==> src/rtl/irqb_pkg.sv <==
package irqb_pkg;
  // Group sizes fixed by the pending word layout
  localparam int unsigned LOCAL_N = 8;
  localparam int unsigned BANK_N  = 32;
  localparam int unsigned TOTAL_N = LOCAL_N + 2 * BANK_N;

  // Byte offsets
  localparam logic [5:0] OFS_PEND_LOCAL = 6'h00;
  localparam logic [5:0] OFS_PEND_A     = 6'h04;
  localparam logic [5:0] OFS_PEND_B     = 6'h08;
  localparam logic [5:0] OFS_FAST_CTRL  = 6'h0C;
  localparam logic [5:0] OFS_SET_A      = 6'h10;
  localparam logic [5:0] OFS_SET_B      = 6'h14;
  localparam logic [5:0] OFS_SET_LOCAL  = 6'h18;
  localparam logic [5:0] OFS_CLR_A      = 6'h1C;
  localparam logic [5:0] OFS_CLR_B      = 6'h20;
  localparam logic [5:0] OFS_CLR_LOCAL  = 6'h24;

  // Bank bits mirrored into the local pending word, in bit order
  localparam int unsigned MIRROR_A_N = 5;
  localparam int unsigned MIRROR_B_N = 6;
  localparam int unsigned MIRROR_A [MIRROR_A_N] = '{7, 9, 10, 18, 19};
  localparam int unsigned MIRROR_B [MIRROR_B_N] = '{21, 22, 23, 24, 25, 30};

  // Group index for mask strobes
  typedef enum logic [1:0] {
    GRP_LOCAL = 2'd0,
    GRP_A     = 2'd1,
    GRP_B     = 2'd2
  } grp_e;
endpackage

==> src/rtl/irqb_enable_reg.sv <==
module irqb_enable_reg #(
  parameter int unsigned W = 32
) (
  input  logic         clk,
  input  logic         rst,
  input  logic         set_we,
  input  logic         clr_we,
  input  logic [W-1:0] bits,
  output logic [W-1:0] mask_q
);
  always_ff @(posedge clk) begin
    if (rst) begin
      mask_q <= '0;
    end else if (set_we) begin
      mask_q <= mask_q | bits;
    end else if (clr_we) begin
      mask_q <= mask_q & ~bits;
    end
  end
endmodule

==> src/rtl/irqb_status.sv <==
module irqb_status
  import irqb_pkg::*;
#(
  parameter int unsigned NL = LOCAL_N,
  parameter int unsigned NB = BANK_N,
  parameter int unsigned DW = 32,
  localparam int unsigned NT = NL + 2 * NB
) (
  input  logic [NL-1:0] src_l,
  input  logic [NB-1:0] src_a,
  input  logic [NB-1:0] src_b,
  input  logic [NL-1:0] en_l,
  input  logic [NB-1:0] en_a,
  input  logic [NB-1:0] en_b,
  output logic [DW-1:0] word_local,
  output logic [DW-1:0] word_a,
  output logic [DW-1:0] word_b,
  output logic [NT-1:0] flat
);
  localparam int unsigned SUM_A = NL;
  localparam int unsigned SUM_B = NL + 1;
  localparam int unsigned MA0   = NL + 2;
  localparam int unsigned MB0   = MA0 + MIRROR_A_N;

  logic [NL-1:0] pend_l;
  logic [NB-1:0] pend_a;
  logic [NB-1:0] pend_b;
  logic [MIRROR_A_N-1:0] mir_a;
  logic [MIRROR_B_N-1:0] mir_b;

  assign pend_l = src_l & en_l;
  assign pend_a = src_a & en_a;
  assign pend_b = src_b & en_b;

  for (genvar k = 0; k < MIRROR_A_N; k++) begin : g_mir_a
    assign mir_a[k] = pend_a[MIRROR_A[k]];
  end
  for (genvar k = 0; k < MIRROR_B_N; k++) begin : g_mir_b
    assign mir_b[k] = pend_b[MIRROR_B[k]];
  end

  always_comb begin
    word_local = '0;
    word_local[NL-1:0] = pend_l;
    word_local[SUM_A] = |pend_a;
    word_local[SUM_B] = |pend_b;
    word_local[MA0 +: MIRROR_A_N] = mir_a;
    word_local[MB0 +: MIRROR_B_N] = mir_b;
  end

  assign word_a = DW'(pend_a);
  assign word_b = DW'(pend_b);
  assign flat   = {pend_b, pend_a, pend_l};
endmodule

==> src/rtl/irqb_route.sv <==
module irqb_route #(
  parameter int unsigned NT = 72,
  localparam int unsigned SW = $clog2(NT)
) (
  input  logic          clk,
  input  logic          rst,
  input  logic [NT-1:0] flat,
  input  logic          fast_en,
  input  logic [SW-1:0] fast_sel,
  output logic          irq_o,
  output logic          fiq_o
);
  logic [NT-1:0] route;

  for (genvar i = 0; i < NT; i++) begin : g_route
    assign route[i] = fast_en && (fast_sel == SW'(i));
  end

  always_ff @(posedge clk) begin
    if (rst) begin
      irq_o <= 1'b0;
      fiq_o <= 1'b0;
    end else begin
      irq_o <= |(flat & ~route);
      fiq_o <= |(flat & route);
    end
  end
endmodule

==> src/rtl/irqb_regs.sv <==
module irqb_regs
  import irqb_pkg::*;
#(
  parameter int unsigned NL = LOCAL_N,
  parameter int unsigned NB = BANK_N,
  parameter int unsigned DW = 32,
  parameter int unsigned AW = 6,
  parameter int unsigned SW = 7
) (
  input  logic          clk,
  input  logic          rst,
  input  logic          wr_en,
  input  logic          rd_en,
  input  logic [AW-1:0] addr,
  input  logic [SW:0]   wctl,
  input  logic [DW-1:0] word_local,
  input  logic [DW-1:0] word_a,
  input  logic [DW-1:0] word_b,
  input  logic [NL-1:0] en_l,
  input  logic [NB-1:0] en_a,
  input  logic [NB-1:0] en_b,
  output logic [2:0]    set_we,
  output logic [2:0]    clr_we,
  output logic          fast_en,
  output logic [SW-1:0] fast_sel,
  output logic [DW-1:0] rdata
);
  logic [SW:0]   ctrl_q;
  logic [DW-1:0] rd_mux;

  function automatic logic hit(input logic [AW-1:0] a, input logic [5:0] ofs);
    return a == AW'(ofs);
  endfunction

  always_comb begin
    set_we = '0;
    clr_we = '0;
    if (wr_en) begin
      set_we[GRP_LOCAL] = hit(addr, OFS_SET_LOCAL);
      set_we[GRP_A]     = hit(addr, OFS_SET_A);
      set_we[GRP_B]     = hit(addr, OFS_SET_B);
      clr_we[GRP_LOCAL] = hit(addr, OFS_CLR_LOCAL);
      clr_we[GRP_A]     = hit(addr, OFS_CLR_A);
      clr_we[GRP_B]     = hit(addr, OFS_CLR_B);
    end
  end

  always_ff @(posedge clk) begin
    if (rst) begin
      ctrl_q <= '0;
    end else if (wr_en && hit(addr, OFS_FAST_CTRL)) begin
      ctrl_q <= wctl;
    end
  end

  assign fast_en  = ctrl_q[SW];
  assign fast_sel = ctrl_q[SW-1:0];

  always_comb begin
    rd_mux = '0;
    if (hit(addr, OFS_PEND_LOCAL)) begin
      rd_mux = word_local;
    end else if (hit(addr, OFS_PEND_A)) begin
      rd_mux = word_a;
    end else if (hit(addr, OFS_PEND_B)) begin
      rd_mux = word_b;
    end else if (hit(addr, OFS_FAST_CTRL)) begin
      rd_mux = DW'(ctrl_q);
    end else if (hit(addr, OFS_SET_A) || hit(addr, OFS_CLR_A)) begin
      rd_mux = DW'(en_a);
    end else if (hit(addr, OFS_SET_B) || hit(addr, OFS_CLR_B)) begin
      rd_mux = DW'(en_b);
    end else if (hit(addr, OFS_SET_LOCAL) || hit(addr, OFS_CLR_LOCAL)) begin
      rd_mux = DW'(en_l);
    end
  end

  always_ff @(posedge clk) begin
    if (rst) begin
      rdata <= '0;
    end else begin
      rdata <= rd_en ? rd_mux : '0;
    end
  end
endmodule

==> src/rtl/irq_bank_ctrl.sv <==
module irq_bank_ctrl
  import irqb_pkg::*;
#(
  parameter int unsigned DW = 32,
  parameter int unsigned AW = 6,
  localparam int unsigned NL = LOCAL_N,
  localparam int unsigned NB = BANK_N,
  localparam int unsigned NT = NL + 2 * NB,
  localparam int unsigned SW = $clog2(NT)
) (
  input  logic          clk,
  input  logic          rst,
  input  logic          wr_en,
  input  logic          rd_en,
  input  logic [AW-1:0] addr,
  input  logic [DW-1:0] wdata,
  output logic [DW-1:0] rdata,
  input  logic [NL-1:0] src_local,
  input  logic [NB-1:0] src_bank_a,
  input  logic [NB-1:0] src_bank_b,
  output logic          irq_o,
  output logic          fiq_o
);
  logic [NL-1:0] en_l_q;
  logic [NB-1:0] en_a_q;
  logic [NB-1:0] en_b_q;
  logic [2:0]    set_we;
  logic [2:0]    clr_we;
  logic          fast_en;
  logic [SW-1:0] fast_sel;
  logic [DW-1:0] word_local;
  logic [DW-1:0] word_a;
  logic [DW-1:0] word_b;
  logic [NT-1:0] flat_pend;

  irqb_enable_reg #(.W(NL)) u_en_local (
    .clk(clk), .rst(rst),
    .set_we(set_we[GRP_LOCAL]), .clr_we(clr_we[GRP_LOCAL]),
    .bits(wdata[NL-1:0]), .mask_q(en_l_q)
  );
  irqb_enable_reg #(.W(NB)) u_en_a (
    .clk(clk), .rst(rst),
    .set_we(set_we[GRP_A]), .clr_we(clr_we[GRP_A]),
    .bits(wdata[NB-1:0]), .mask_q(en_a_q)
  );
  irqb_enable_reg #(.W(NB)) u_en_b (
    .clk(clk), .rst(rst),
    .set_we(set_we[GRP_B]), .clr_we(clr_we[GRP_B]),
    .bits(wdata[NB-1:0]), .mask_q(en_b_q)
  );

  irqb_status #(.NL(NL), .NB(NB), .DW(DW)) u_status (
    .src_l(src_local), .src_a(src_bank_a), .src_b(src_bank_b),
    .en_l(en_l_q), .en_a(en_a_q), .en_b(en_b_q),
    .word_local(word_local), .word_a(word_a), .word_b(word_b),
    .flat(flat_pend)
  );

  irqb_regs #(.NL(NL), .NB(NB), .DW(DW), .AW(AW), .SW(SW)) u_regs (
    .clk(clk), .rst(rst), .wr_en(wr_en), .rd_en(rd_en), .addr(addr),
    .wctl(wdata[SW:0]),
    .word_local(word_local), .word_a(word_a), .word_b(word_b),
    .en_l(en_l_q), .en_a(en_a_q), .en_b(en_b_q),
    .set_we(set_we), .clr_we(clr_we),
    .fast_en(fast_en), .fast_sel(fast_sel), .rdata(rdata)
  );

  irqb_route #(.NT(NT)) u_route (
    .clk(clk), .rst(rst), .flat(flat_pend),
    .fast_en(fast_en), .fast_sel(fast_sel),
    .irq_o(irq_o), .fiq_o(fiq_o)
  );
endmodule

==> config.mk <==
export PLATFORM = sky130hd
export DESIGN_NAME = irq_bank_ctrl
export DESIGN_NICKNAME = d
export VERILOG_FILES = /design/src/rtl/irqb_pkg.sv /design/src/rtl/irqb_enable_reg.sv /design/src/rtl/irqb_status.sv /design/src/rtl/irqb_route.sv /design/src/rtl/irqb_regs.sv /design/src/rtl/irq_bank_ctrl.sv
export SDC_FILE = /design/constraint.sdc
export NUM_CORES = 1
export LEC_CHECK = 0
export BUFFER_PORTS_ARGS = -buffer_cell sky130_fd_sc_hd__clkbuf_2
export CAP_MARGIN = 20
export CORE_AREA = 2 2 112 168
export DETAILED_ROUTE_END_ITERATION = 7
export DIE_AREA = 0 0 114 170
export PLACE_DENSITY = 0.6
export SYNTH_ARGS = -nofsm -noshare
export SYNTH_HDL_FRONTEND = slang
export SYNTH_SLANG_ARGS = --single-unit
==> constraint.sdc <==
create_clock -name clk -period 2.53 [get_ports clk]
set_input_delay 0.253 -clock clk [delete_from_list [all_inputs] [get_ports clk]]
set_output_delay 0.253 -clock clk [all_outputs]
set_load 0.1 [all_outputs]
==> results.yml <==
run_status:
  outcome: "finished, final reports clean"
finish:
  areaGrowthSynthToFinish_pct: 26.22
  layout_commonest_cell: "clkbuf_2"
  multi_input_area_um2: 4561
  final_cell_count_no_fill: 1343
  regArea_um2: 2283
  num-fill-cells: 1858
  final_area_um2: 9101
  final_util: 0.5094
  finalNetCount: 1227
  diodes: 0
  final_cell_mix: "clkbuf_2 (147), nand2_1 (139), dfxtp_1 (113), a21oi_1 (96), nor2_1 (94)"
  drive_above_1_share: 0.2487
timing:
  period_share: 0.9368
  slew_violations: 0
  fin_skew_ps: 6.972
  layout_min_cycle_time_ps: 2370
  hold_viol_final: 0
  timing.final.ws_setup_ps: 160.0
  finalSetupTns_ps: 0
  setup_viol: 0
  worstMarginPinSlew_ps: 957.2
  fmax_mhz: 421.9
  slew_headroom: 0.3619
  rsz0062_at_grt: "no"
  worst_hold_slack_ps: 22.70
worst_setup_path:
  crit_type: "flip-flop to flip-flop"
  reg2reg_slack_ps: 160
  cp-end-kind: "flip-flop"
  cp-start-kind: "flip-flop"
  arrival_ps: 2630
  rr_worst_depth: 6
  path_max_fanout: 11
  worstPathRequired_ps: 2790
floorplan:
  start_util: 0.4036
  die_w_um: 114
  io_pins: 148
  die-area_um2: 19380
  rows: 60
  die_h_um: 170
  core_region_area_um2: 17870
clock_network:
  cts_root_buf: "clkbuf_16"
  cts-htree-levels: 4
  clk_latency_ps: 440
  cts_buffers: 17
  cts_tree: "yes"
  clkSinkCount: 114
  clockBufferDepth: 2
  hold_buffers: 0
  clk_pin_slew_worst_paths_ps: 60
power_and_ir_drop:
  power.leakage_nw: 4.161
  clock_power_share: 0.532
  power.total_mw: 4.586
  vdd_ir_drop_max_uv: 411.2
  power.share.combinational: 0.073
  power_switching_mw: 1.187
  powerDensity_nw_per_um2: 503.8
  power_frac_seq: 0.395
  internal_power_mw: 3.399
  swShare: 0.2588
job:
  cap_violations: 0
grt:
  grt_pass1_wl_um: 51280
  grt_max_degree: 83
  grt_antenna_before_repair: 0
  grt.total_usage: 0.3558
  grt.overflow.total: 0
  grt_pass1_vias: 8332
placed_design:
  gp_congestion: 1.019
  post-dp-hpwl_um: 26470
  port-buffer-count: 147
  numPlacedInstances: 1309
  post-place-ws_ps: 27.06
  place_area_um2: 8489
routing:
  final_antenna_net_count: 0
  drt-initial-drc-count: 952
  highest_layer: "met4"
  drc: 0
  wl_per_cell_um: 25.69
  vias: 8655
  detail_route.wirelength_um: 34500
  route.met3.wl_um: 1789
  wl_met2_um: 17170
  met1Wirelength_um: 12960
  dr.pass1.iters: 8
  viasPerCell: 6.445
min_path:
  hold_path.class: "primary input to flip-flop"
  hold_depth: 2
yosys:
  syn_inst: 945
  syn_nets: 1059
  ys_ff_latch: 114
  yosysSeqAreaShare: 0.3165
  synth_area_um2: 7211
  synth.distinct_cells: 68
  ys_warn_count: 0
  avgSynthCellArea_um2: 7.630
  synthArstFlopShare: 0
  synth_edf_count: 0
  synthFlopType: "dfxtp_1"
## power groups by stage
stage,Combinational (mW),Sequential [mW],Clock (mW)
global placement,0.329,1.85,0
detailed placement,0.329,1.85,0
floorplan,0.114,1.86,0
global route,0.357,1.81,2.53
CTS,0.330,1.81,2.45
finish,0.335,1.81,2.44
## layer usage
metal / vias up / GRT usage
met3: 140 / 0.04736
met4: 0 / 0.2381
met5: - / 0
met2: 479 / 0.6149
met1: 4138 / 0.4042
li1: 3898 / -
## worst max-delay path, stage by stage, from the launching register on
cell	delay, ps
dfxtp_1	650
nor2b_1	310
a21oi_1	100
or4_1	530
nor4_1	240
and4_1	260
a41oi_1	110
## area by class of cell
cell class,count,share of cell area
inverters,7,0.002887
well taps,217,0.02983
flip-flops and latches,114,0.2509
clock buffers,20,0.04908
clock inverters,12,0.01471
multi-input cells,747,0.5011
repair buffers,226,0.1515
## path summary, 6_finish.rpt
check	endpoint	startpoint
min	flip-flop	wdata[27]
min reg2reg	u_regs.rdata[25]	flip-flop
max	u_route.irq_o	u_regs.ctrl_q[1]
max reg2reg	u_route.irq_o	u_regs.ctrl_q[1]
## cell usage after synthesis, drive strengths merged (13+ instances only)
library cell | instances | share of area
a22oi | 23 | 0.024
clkbuf | 32 | 0.017
a31oi | 18 | 0.016
a32oi | 13 | 0.016
nand3 | 33 | 0.023
buf | 45 | 0.034
o22ai | 13 | 0.011
nand2 | 139 | 0.072
nor2 | 95 | 0.049
dfxtp | 114 | 0.32
a21oi | 97 | 0.068
mux2i | 40 | 0.056
a21o | 47 | 0.049
o21ai | 29 | 0.020
a211oi | 36 | 0.037
nand4 | 18 | 0.016
nor4 | 15 | 0.015
## repair_timing
action,CTS,global route
buffers inserted,0,2
gates resized for setup,0,3
setup endpoints to repair,0,1
## kinds of logic after synthesis
family          synth area share
xor+xnor                0.001215
mux                      0.06177
flops                     0.3165
simple gates              0.2624
buf+inv                  0.05466
compound gates            0.3035
(Power assumes the default switching activity.)
